$ cat src/rtl/irq_route_pkg.sv
`timescale 1ns/1ps
package irq_route_pkg;
  localparam int unsigned SLOT_W   = 5;
  localparam int unsigned PIN_W    = 2;
  localparam int unsigned NUM_W    = 8;
  localparam int unsigned LOCAL_W  = 5;
  localparam int unsigned LOCAL_N  = 1 << LOCAL_W;
  localparam int unsigned IRQ_BASE = 32;

  typedef logic [SLOT_W-1:0]  slot_t;
  typedef logic [PIN_W-1:0]   pin_t;
  typedef logic [NUM_W-1:0]   irq_num_t;
  typedef logic [LOCAL_W-1:0] local_idx_t;
  typedef logic [LOCAL_N-1:0] cfg_word_t;

  // Line action chosen for an accepted local event
  typedef enum logic [1:0] {
    ACT_NONE  = 2'd0,
    ACT_PULSE = 2'd1,
    ACT_HIGH  = 2'd2,
    ACT_LOW   = 2'd3
  } line_act_e;
endpackage

$ cat src/rtl/irq_slot_map.sv
`timescale 1ns/1ps
module irq_slot_map
  import irq_route_pkg::*;
#(
  parameter int unsigned HUB_SLOT  = 5,
  parameter int unsigned GFX_SLOT  = 6,
  parameter int unsigned GFX_LOCAL = 4,
  parameter int unsigned NIC_SLOT  = 7,
  parameter int unsigned NIC_LOCAL = 5,
  parameter int unsigned EXP_FIRST = 8,
  parameter int unsigned EXP_LAST  = 12,
  parameter int unsigned EXP_LOCAL = 6
) (
  input  slot_t      slot,
  input  pin_t       pin,
  output irq_num_t   num,
  output logic       is_local,
  output local_idx_t local_idx
);
  localparam slot_t    S_HUB  = slot_t'(HUB_SLOT);
  localparam slot_t    S_GFX  = slot_t'(GFX_SLOT);
  localparam slot_t    S_NIC  = slot_t'(NIC_SLOT);
  localparam slot_t    S_EXP0 = slot_t'(EXP_FIRST);
  localparam slot_t    S_EXP1 = slot_t'(EXP_LAST);
  localparam irq_num_t N_LO   = irq_num_t'(IRQ_BASE);
  localparam irq_num_t N_HI   = irq_num_t'(IRQ_BASE + LOCAL_N - 1);

  function automatic irq_num_t route(input slot_t s, input pin_t p);
    irq_num_t r;
    if (s == S_HUB)
      r = N_LO + irq_num_t'(p[1:0]);                 // pin modulo 4
    else if (s == S_GFX)
      r = N_LO + irq_num_t'(GFX_LOCAL);
    else if (s == S_NIC)
      r = N_LO + irq_num_t'(NIC_LOCAL);
    else if (s >= S_EXP0 && s <= S_EXP1)
      r = N_LO + irq_num_t'(EXP_LOCAL) + (irq_num_t'(s) - irq_num_t'(S_EXP0))
          + irq_num_t'(p);
    else
      r = irq_num_t'(p);                             // passthrough
    return r;
  endfunction

  function automatic logic in_bank(input irq_num_t n);
    return (n >= N_LO) && (n <= N_HI);
  endfunction

  always_comb begin
    num       = route(slot, pin);
    is_local  = in_bank(num);
    local_idx = local_idx_t'(num - N_LO);
  end
endmodule

$ cat src/rtl/irq_line_drv.sv
`timescale 1ns/1ps
module irq_line_drv
  import irq_route_pkg::*;
(
  input  logic       clk,
  input  logic       rst_n,
  input  logic       fire,
  input  logic       is_local,
  input  local_idx_t local_idx,
  input  cfg_word_t  edge_cfg,
  input  cfg_word_t  pol_cfg,
  output logic       accept,
  output logic       sel_edge,
  output logic       sel_pol,
  output logic       pulse_active,
  output logic       line
);
  line_act_e act;

  function automatic line_act_e pick(input logic acc, input logic e, input logic p);
    if (!acc)  return ACT_NONE;
    if (e)     return ACT_PULSE;
    return p ? ACT_HIGH : ACT_LOW;
  endfunction

  always_comb begin
    accept   = fire & is_local;
    sel_edge = edge_cfg[local_idx];
    sel_pol  = pol_cfg[local_idx];
    act      = pick(accept, sel_edge, sel_pol);
  end

  always_ff @(posedge clk or negedge rst_n) begin
    if (!rst_n) begin
      line         <= 1'b0;
      pulse_active <= 1'b0;
    end else begin
      unique case (act)
        ACT_PULSE: begin line <= 1'b1; pulse_active <= 1'b1; end
        ACT_HIGH:  begin line <= 1'b1; pulse_active <= 1'b0; end
        ACT_LOW:   begin line <= 1'b0; pulse_active <= 1'b0; end
        default: begin
          if (pulse_active) begin
            line         <= 1'b0;
            pulse_active <= 1'b0;
          end
        end
      endcase
    end
  end
endmodule

$ cat src/rtl/irq_slot_router.sv
`timescale 1ns/1ps
module irq_slot_router
  import irq_route_pkg::*;
#(
  parameter int unsigned HUB_SLOT  = 5,
  parameter int unsigned GFX_SLOT  = 6,
  parameter int unsigned GFX_LOCAL = 4,
  parameter int unsigned NIC_SLOT  = 7,
  parameter int unsigned NIC_LOCAL = 5,
  parameter int unsigned EXP_FIRST = 8,
  parameter int unsigned EXP_LAST  = 12,
  parameter int unsigned EXP_LOCAL = 6
) (
  input  logic                clk,
  input  logic                rst_n,
  input  logic                evt_valid,
  input  logic [SLOT_W-1:0]   evt_slot,
  input  logic [PIN_W-1:0]    evt_pin,
  input  logic [LOCAL_N-1:0]  edge_cfg,
  input  logic [LOCAL_N-1:0]  pol_cfg,
  output logic [NUM_W-1:0]    irq_num,
  output logic                cpu_irq
);
  // Named internal events, visible to the bound checker
  logic       evt_local;
  local_idx_t evt_idx;
  logic       evt_accept;
  logic       sel_edge;
  logic       sel_pol;
  logic       pulse_active;

  irq_slot_map #(
    .HUB_SLOT(HUB_SLOT), .GFX_SLOT(GFX_SLOT), .GFX_LOCAL(GFX_LOCAL),
    .NIC_SLOT(NIC_SLOT), .NIC_LOCAL(NIC_LOCAL),
    .EXP_FIRST(EXP_FIRST), .EXP_LAST(EXP_LAST), .EXP_LOCAL(EXP_LOCAL)
  ) u_map (
    .slot      (evt_slot),
    .pin       (evt_pin),
    .num       (irq_num),
    .is_local  (evt_local),
    .local_idx (evt_idx)
  );

  irq_line_drv u_drv (
    .clk          (clk),
    .rst_n        (rst_n),
    .fire         (evt_valid),
    .is_local     (evt_local),
    .local_idx    (evt_idx),
    .edge_cfg     (edge_cfg),
    .pol_cfg      (pol_cfg),
    .accept       (evt_accept),
    .sel_edge     (sel_edge),
    .sel_pol      (sel_pol),
    .pulse_active (pulse_active),
    .line         (cpu_irq)
  );
endmodule

$ cat config.mk
export PLATFORM = sky130hd
export DESIGN_NAME = irq_slot_router
export DESIGN_NICKNAME = d
export VERILOG_FILES = /design/src/rtl/irq_route_pkg.sv /design/src/rtl/irq_slot_map.sv /design/src/rtl/irq_line_drv.sv /design/src/rtl/irq_slot_router.sv
export SDC_FILE = /design/constraint.sdc
export NUM_CORES = 1
export LEC_CHECK = 0
export ABC_AREA = 0
export BUFFER_PORTS_ARGS = -buffer_cell sky130_fd_sc_hd__buf_2
export CAP_MARGIN = 20
export CORE_AREA = 4 4 58 60
export CTS_CLUSTER_SIZE = 30
export DETAILED_ROUTE_END_ITERATION = 10
export DIE_AREA = 0 0 62 64
export PLACE_DENSITY = 0.91
export SLEW_MARGIN = 5
export SYNTH_ARGS = -nofsm -noshare
export SYNTH_HDL_FRONTEND = slang
export SYNTH_SLANG_ARGS = --single-unit
$ cat constraint.sdc
create_clock -name clk -period 4.3 [get_ports clk]
set_input_delay 0.86 -clock clk [delete_from_list [all_inputs] [get_ports clk]]
set_output_delay 0.86 -clock clk [all_outputs]
set_load 0.1 [all_outputs]
== Word level (Yosys, flattened, before mapping) ==
Index checks and enable logic that the tools add are counted.
Operators by class
  add/subtract/negate cells: 5
  order comparisons: 5
  equality and inequality tests: 6
  multiplexer cells: 18
  bitwise logic cells: 1
  reductions and logical operators: 4
Operators with widths (count)
  2-to-1 mux 8 bit: 4
  == test 5 x 3 -> 1 bit (second input constant): 3
  binary-select mux 1 bit (select 5 bit): 2
  adder 6 x 8 -> 8 bit (first input constant): 1
  adder 8 x 2 -> 8 bit: 1
  greater-or-equal comparator 8 x 6 -> 1 bit (second input constant): 1
  less-or-equal comparator 8 x 6 -> 1 bit (second input constant): 1
  2-to-1 mux 2 bit: 4
  adder 6 x 2 -> 7 bit (first input constant): 1
  2-to-1 mux 1 bit: 7
  < comparator 5 x 6 -> 1 bit (second input constant): 1
  subtractor 5 x 4 -> 6 bit (second input constant): 1
  greater-or-equal comparator 5 x 4 -> 1 bit (second input constant): 1
  less-or-equal comparator 5 x 4 -> 1 bit (second input constant): 1
  subtractor 5 x 1 -> 5 bit (second input constant): 1
  == test 2 bit (second input constant): 2
  nonzero test 3 bit: 1
  == test 2 x 1 -> 1 bit (second input constant): 1
  logical AND 1 bit: 2
  one-hot mux 1 bit (2 select lines): 1
  OR reduction 2 bit: 1
  AND 1 bit: 1
Storage, ports and cells
  register bits after elaboration: 2
  input bits: 74
  output and inout port bits: 9
  word-level logic and storage cells: 41

== Longest topological paths before layout ==
  word-level depth: 17
  depth in mapped cells: 20
  gate-level depth less buffers: 18

== Cells and area by module ==
Synthesis repeated with hierarchy kept, for this count alone.
Unflattened totals
  cells, all modules: 142
  area, all modules: 1182.4 sq um
By module, submodules not included
  irq_line_drv: instances 1, cells each 86, area each 742.0 sq um, seq. area each 50.0 sq um
  irq_slot_map: instances 1, cells each 56, area each 440.4 sq um, seq. area each 0.0 sq um

== Worst setup path after synthesis ==
OpenSTA, ideal clock, no wires.
  path kind: input to register
  from: input evt_slot[1]
  to: register u_drv.line
  setup time: 0.125 ns
  arrival time: 4.869 ns
  required time: 4.175 ns
  path slack: -0.695 ns
  cell stages on the path: 12
  buffers on the path: 1
  cell sequence: buf_6 -> inv_1 -> ha_1 -> inv_1 -> ha_1 -> a21o_1 -> a21oi_1 -> nor3b_1 -> and3b_1 -> nand2_1 -> ha_1 -> mux2_2
On the way
  elaborated cells on any way between the ends: 34
  those cells by class: add/sub (4); order compare (4); eq/ne (6); mux (15); bitwise (1); reduce/logical (4)
RTL lines
  start: declaration: RTL line irq_slot_router.sv:17  | input logic [SLOT_W-1:0] evt_slot,
  subtractor 5 x 4 -> 6 bit: RTL line irq_slot_map.sv:37  | r = N_LO + irq_num_t'(EXP_LOCAL) + (irq_num_t'(s) - irq_num_t'(S_EXP0))
  adder 6 x 8 -> 8 bit: RTL line irq_slot_map.sv:37
  adder 8 x 2 -> 8 bit: RTL line irq_slot_map.sv:38  | + irq_num_t'(p);
  2-to-1 mux 8 bit: RTL line irq_slot_map.sv:36  | else if (s >= S_EXP0 && s <= S_EXP1)
  2-to-1 mux 8 bit: RTL line irq_slot_map.sv:34  | else if (s == S_NIC)
  2-to-1 mux 8 bit: RTL line irq_slot_map.sv:32  | else if (s == S_GFX)
  2-to-1 mux 8 bit (*): RTL line irq_slot_map.sv:30  | if (s == S_HUB)
  via irq_num[6]: RTL line irq_slot_router.sv:21  | output logic [NUM_W-1:0] irq_num,
  greater-or-equal comparator 8 x 6 -> 1 bit / less-or-equal comparator 8 x 6 -> 1 bit (equally long branches): RTL line irq_slot_map.sv:45  | return (n >= N_LO) && (n <= N_HI);
  logical AND 1 bit (*): RTL line irq_slot_map.sv:45
  AND 1 bit (*): RTL line irq_line_drv.sv:27  | accept = fire & is_local;
  2-to-1 mux 2 bit (*): RTL line irq_line_drv.sv:22  | if (e) return ACT_PULSE;
  == test 2 x 1 -> 1 bit / == test 2 bit (equally long branches): RTL line irq_line_drv.sv:38  | unique case (act)
  OR reduction 2 bit (no source line)
  one-hot mux 1 bit (2 select lines) / nonzero test 3 bit (equally long branches)
  end signal: assignment: RTL line irq_line_drv.sv:39  | ACT_PULSE: begin line <= 1'b1; pulse_active <= 1'b1; end
  end signal: assignment: RTL line irq_line_drv.sv:40  | ACT_HIGH: begin line <= 1'b1; pulse_active <= 1'b0; end
  end signal: assignment: RTL line irq_line_drv.sv:41  | ACT_LOW: begin line <= 1'b0; pulse_active <= 1'b0; end
  end: declaration: RTL line irq_line_drv.sv:16  | output logic line
The timed path passes the listed nets; every way through them passes the cells marked *. The select of a mux whose other input is x is not followed.
A chain may end at the register's enable or synchronous reset.

== Final worst setup path ==
  from: input evt_pin[1]
  to: register u_drv.line
On the way
  cells in the longest elaborated chain, start to end: 15
  elaborated cells on any way between the ends: 27
  those cells by class: add/sub (3); order compare (2); eq/ne (3); mux (15); bitwise (1); reduce/logical (3)
Ends and longest elaborated chain
  start: declaration: RTL line irq_slot_router.sv:18  | input logic [PIN_W-1:0] evt_pin,
  adder 8 x 2 -> 8 bit: RTL line irq_slot_map.sv:38
  2-to-1 mux 8 bit: RTL line irq_slot_map.sv:36
  2-to-1 mux 8 bit: RTL line irq_slot_map.sv:34
  2-to-1 mux 8 bit: RTL line irq_slot_map.sv:32
  2-to-1 mux 8 bit (*): RTL line irq_slot_map.sv:30
  subtractor 5 x 1 -> 5 bit: RTL line irq_slot_map.sv:51  | local_idx = local_idx_t'(num - N_LO);
  binary-select mux 1 bit (select 5 bit): RTL line irq_line_drv.sv:28  | sel_edge = edge_cfg[local_idx];
  2-to-1 mux 1 bit (implied by the code): RTL line irq_line_drv.sv:28
  2-to-1 mux 1 bit (2 in series): RTL line irq_line_drv.sv:22
  2-to-1 mux 2 bit: RTL line irq_line_drv.sv:23  | return p ? ACT_HIGH : ACT_LOW;
  2-to-1 mux 2 bit (*): RTL line irq_line_drv.sv:22
  == test 2 x 1 -> 1 bit / == test 2 bit (equally long branches): RTL line irq_line_drv.sv:38
  OR reduction 2 bit (no source line)
  one-hot mux 1 bit (2 select lines) / nonzero test 3 bit (equally long branches)
Every way passes the cells marked *; elsewhere a longest branch is shown, timed or not. The select of a mux whose other input is x is not followed.

==> impl_metrics.csv <==
group,metric,value,unit
timing,hold_viol_final,0,
layout,register_area,50.05,sq um
power_and_ir_drop,power_density,216.2,nW/um^2
floorplanning,start_util,44.19,%
synth,synth_edf_count,0,
detailed_routing,drt_iter0_markers,49,
detailed_routing,vias,1554,
clock_network,ctsResizeCount,0,
setup_path,end_kind,"flop",
synth,avgSynthCellArea,7.937,sq um
synth,synthArstFlopShare,100.0,%
layout,num-fill-cells,254,
min_path,hold_class,"input pin to asynchronous set/reset pin",
timing,slew_violations,0,
global_route,grt_pass1_wl,6.030,mm
setup_path,startpoint,"evt_pin[1]",
timing,fin_setup_tns,0,ns
synth,ys_seq_area_share,3.868,%
clock_network,cts_tree,"yes",
power_and_ir_drop,power.leakage,0.9553,nW
setup_path,max_stage_delay,0.40,ns
setup_path,critPathArrivalTime,4.01,ns
synth,synthCells,163,
place,place_congestion,0.8664,
floorplanning,die_area,3968,sq um
timing,min_period,3.899,ns
global_route,grt_max_degree,16,
layout,nets,335,
layout,fin_util,61.32,%
clock_network,postCtsSetupBuffers,0,
power_and_ir_drop,ir_drop,0.2735,mV
setup_path,critPathBufInv,5,
timing,clock.fmax,0.2565,GHz
synth,syn-cell-area,1294,sq um
place,port_buffers,81,
timing,setup_viol,0,
job,cap_viol_max_count,0,
clock_network,hold_buffers,0,
synth,ys_ff_latch,2,
floorplanning,die_w,62,um
clock_network,cts_root_buf,"clkbuf_4",
layout,multiInputGateArea,1121,sq um
timing,rsz0062_at_grt,"false",
synth,ys_warn_count,0,
detailed_routing,post-route-drc-count,0,
floorplanning,coreArea,2928,sq um
global_route,groute.usage.overall,19.34,%
setup_path,critical_path.max_fanout,7,
detailed_routing,drt-pass1-iter-count,4,
setup_path,cp_top_family,"adder cells",
clock_network,clock_path_buffers,2,
floorplanning,die_y,64,um
setup_path,slowest_stage,"fa_1",
floorplanning,row_count,20,
status,status,"finished clean",
detailed_routing,post_drt_wl_per_cell,13.71,um
timing,timing.final.crit_share,90.68,%
synth,synth-main-ff-cell,"dfrtp_1",
synth,synth_nets,250,
timing,holdWs,0.4111,ns
clock_network,insertion_delay,0.23,ns
synth,synth_cell_types,56,
setup_path,required,4.41,ns
timing,worst_clock_skew,0.002442,ns
clock_network,numCtsBuffers,3,
layout,drive_gt1_share,43.09,%
setup_path,start_kind,"input pin",
global_route,grt_pass1_vias,1464,
place,dp_hpwl,3.277,mm
setup_path,path_class,"input pin to flop",
setup_path,worst_r2r_startpoint,"u_drv.pulse_active$_DFF_PN0_",
detailed_routing,viasPerCell,5.570,
clock_network,clk_pin_slew,0.03,ns
clock_network,h-tree-depth,1,
setup_path,path_cells,"buf_2, inv_1, ha_1, inv_1, ha_1, inv_1, fa_1, nor3_1, o211ai_1, and2_1, buf_4, a211o_1, a211oi_1, or3_1, nand2_1, ha_1, nand2b_1, mux2_2",
layout,antennaDiodeCount,0,
layout,area_growth,38.78,%
detailed_routing,ant_nets,0,
detailed_routing,wirelength,3.824,mm
global_route,antenna_found_initial,0,
floorplanning,io_pins,83,
clock_network,cts.sinks,2,
global_route,grt_overflow_total,0,
## path summary, 6_finish.rpt
| path | to | slack [ns] | cells past startpoint |
|---|---|---|---|
| max in group asynchronous | u_drv.pulse_active$_DFF_PN0_ | 3.79 | 1 |
| hold reg to reg | u_drv.line$_DFFE_PN0P_ | 0.55 | 1 |
| hold / removal | u_drv.line$_DFFE_PN0P_ | 0.41 | 1 |
| setup / recovery | u_drv.line$_DFFE_PN0P_ | 0.40 | 18 |
| min in group clk | u_drv.line$_DFFE_PN0P_ | 0.55 | 1 |
| setup reg to reg | u_drv.line$_DFFE_PN0P_ | 3.44 | 2 |
## cells by family after synthesis
| family | synth area share [%] |
|---|---|
| compound gates | 31.43 |
| simple gates | 17.12 |
| buf+inv | 10.15 |
| mux | 21.95 |
| fa+ha+maj | 13.15 |
| xor+xnor | 2.031 |
| flops | 3.869 |
| other cells | 0.2899 |
## Yosys cell counts (2+ instances only)
library cell | count | area share [%]
o21a_1 | 4 | 2.3
nor3b_1 | 2 | 1.2
o221ai_1 | 2 | 1.4
or3_1 | 2 | 0.97
mux2i_1 | 19 | 15
inv_1 | 17 | 4.9
buf_6 | 2 | 1.7
o21ai_1 | 2 | 0.77
mux2_2 | 2 | 1.7
nor3_1 | 2 | 0.77
nand2_1 | 11 | 3.2
xnor2_1 | 2 | 1.4
nand3_1 | 2 | 0.77
nor2_1 | 10 | 2.9
o31ai_1 | 2 | 1.2
a22oi_1 | 2 | 1.2
o2111ai_1 | 5 | 3.4
a211o_1 | 2 | 1.4
nand3b_1 | 2 | 1.2
mux4_2 | 2 | 3.5
nor2b_1 | 2 | 0.97
or2_2 | 2 | 0.97
buf_2 | 3 | 1.2
ha_1 | 12 | 12
dfrtp_1 | 2 | 3.9
o22ai_1 | 4 | 1.9
o21ai_0 | 7 | 2.7
a21oi_1 | 2 | 0.77
a211oi_1 | 4 | 2.3
o211ai_1 | 5 | 2.9
## where the power goes
part	leakage, nW	switching, W	internal [W]	total (W)
Combinational	0.915	0.000195	0.000123	0.000318
Sequential	0.0269	0.00000344	0.0000237	0.0000272
Clock	0.0138	0.0000120	0.0000309	0.0000429
## area by class of cell
class | count | area share, %
Sequential cell | 2 | 2.787
Multi-Input combinational cell | 135 | 62.44
Timing Repair Buffer | 88 | 27.18
Tap cell | 33 | 2.300
Clock buffer | 3 | 1.254
Inverter | 18 | 4.042
## per-layer routing
layer | part of all wire [%] | wire length [um] | vias to the layer above | track usage [%]
met4 | 0 | 0 | 0 | 2.653
met1 | 38 | 1464 | 692 | 24.57
met5 | 0 | 0 | - | 0
met3 | 13 | 513 | 0 | 5.657
li1 | - | - | 786 | -
met2 | 48 | 1847 | 76 | 32.25
## stage by stage
stage	worst slack (ns)	std cells	instance area, sq um	power [W]
CTS	0.3897	279	1795	0.0003904
finish	0.4006	279	1795	0.0003881
global placement	0.2408	276	1773	0.0003412
global route	0.1647	279	1795	0.0004204
detailed placement	0.1446	276	1773	0.0003448
floorplan	0.06382	163	1310	0.0002653
## cell usage in the layout, fill, tap and decap left out, types with 2 or more instances in the layout
| cell | synthesis | layout |
|---|---|---|
| buf_2 | 3 | 79 |
| a22oi_1 | 2 | 2 |
| xnor2_1 | 2 | 2 |
| nand3b_1 | 2 | 2 |
| o31ai_1 | 2 | 2 |
| a211o_1 | 2 | 2 |
| o221ai_1 | 2 | 2 |
| clkbuf_4 | 0 | 3 |
| o2111ai_1 | 5 | 5 |
| nor3_1 | 2 | 2 |
| dfrtp_1 | 2 | 2 |
| or2_2 | 2 | 2 |
| nand2_1 | 11 | 11 |
| nand3_1 | 2 | 2 |
| o21ai_1 | 2 | 2 |
| inv_1 | 17 | 17 |
| mux2_2 | 2 | 2 |
| buf_12 | 0 | 2 |
| o211ai_1 | 5 | 5 |
| buf_4 | 1 | 7 |
| a211oi_1 | 4 | 4 |
| o22ai_1 | 4 | 4 |
| o21ai_0 | 7 | 7 |
| mux2i_1 | 19 | 19 |
| or3_1 | 2 | 2 |
| mux4_2 | 2 | 2 |
| a21oi_1 | 2 | 2 |
| o21a_1 | 4 | 4 |
| ha_1 | 12 | 12 |
| nor2b_1 | 2 | 2 |
| nor2_1 | 10 | 10 |
## state kept, by name, summed over array words and instances (netlist names)
name,count
u_drv.pulse_active,1
u_drv.line,1
(Power assumes the default switching activity.)
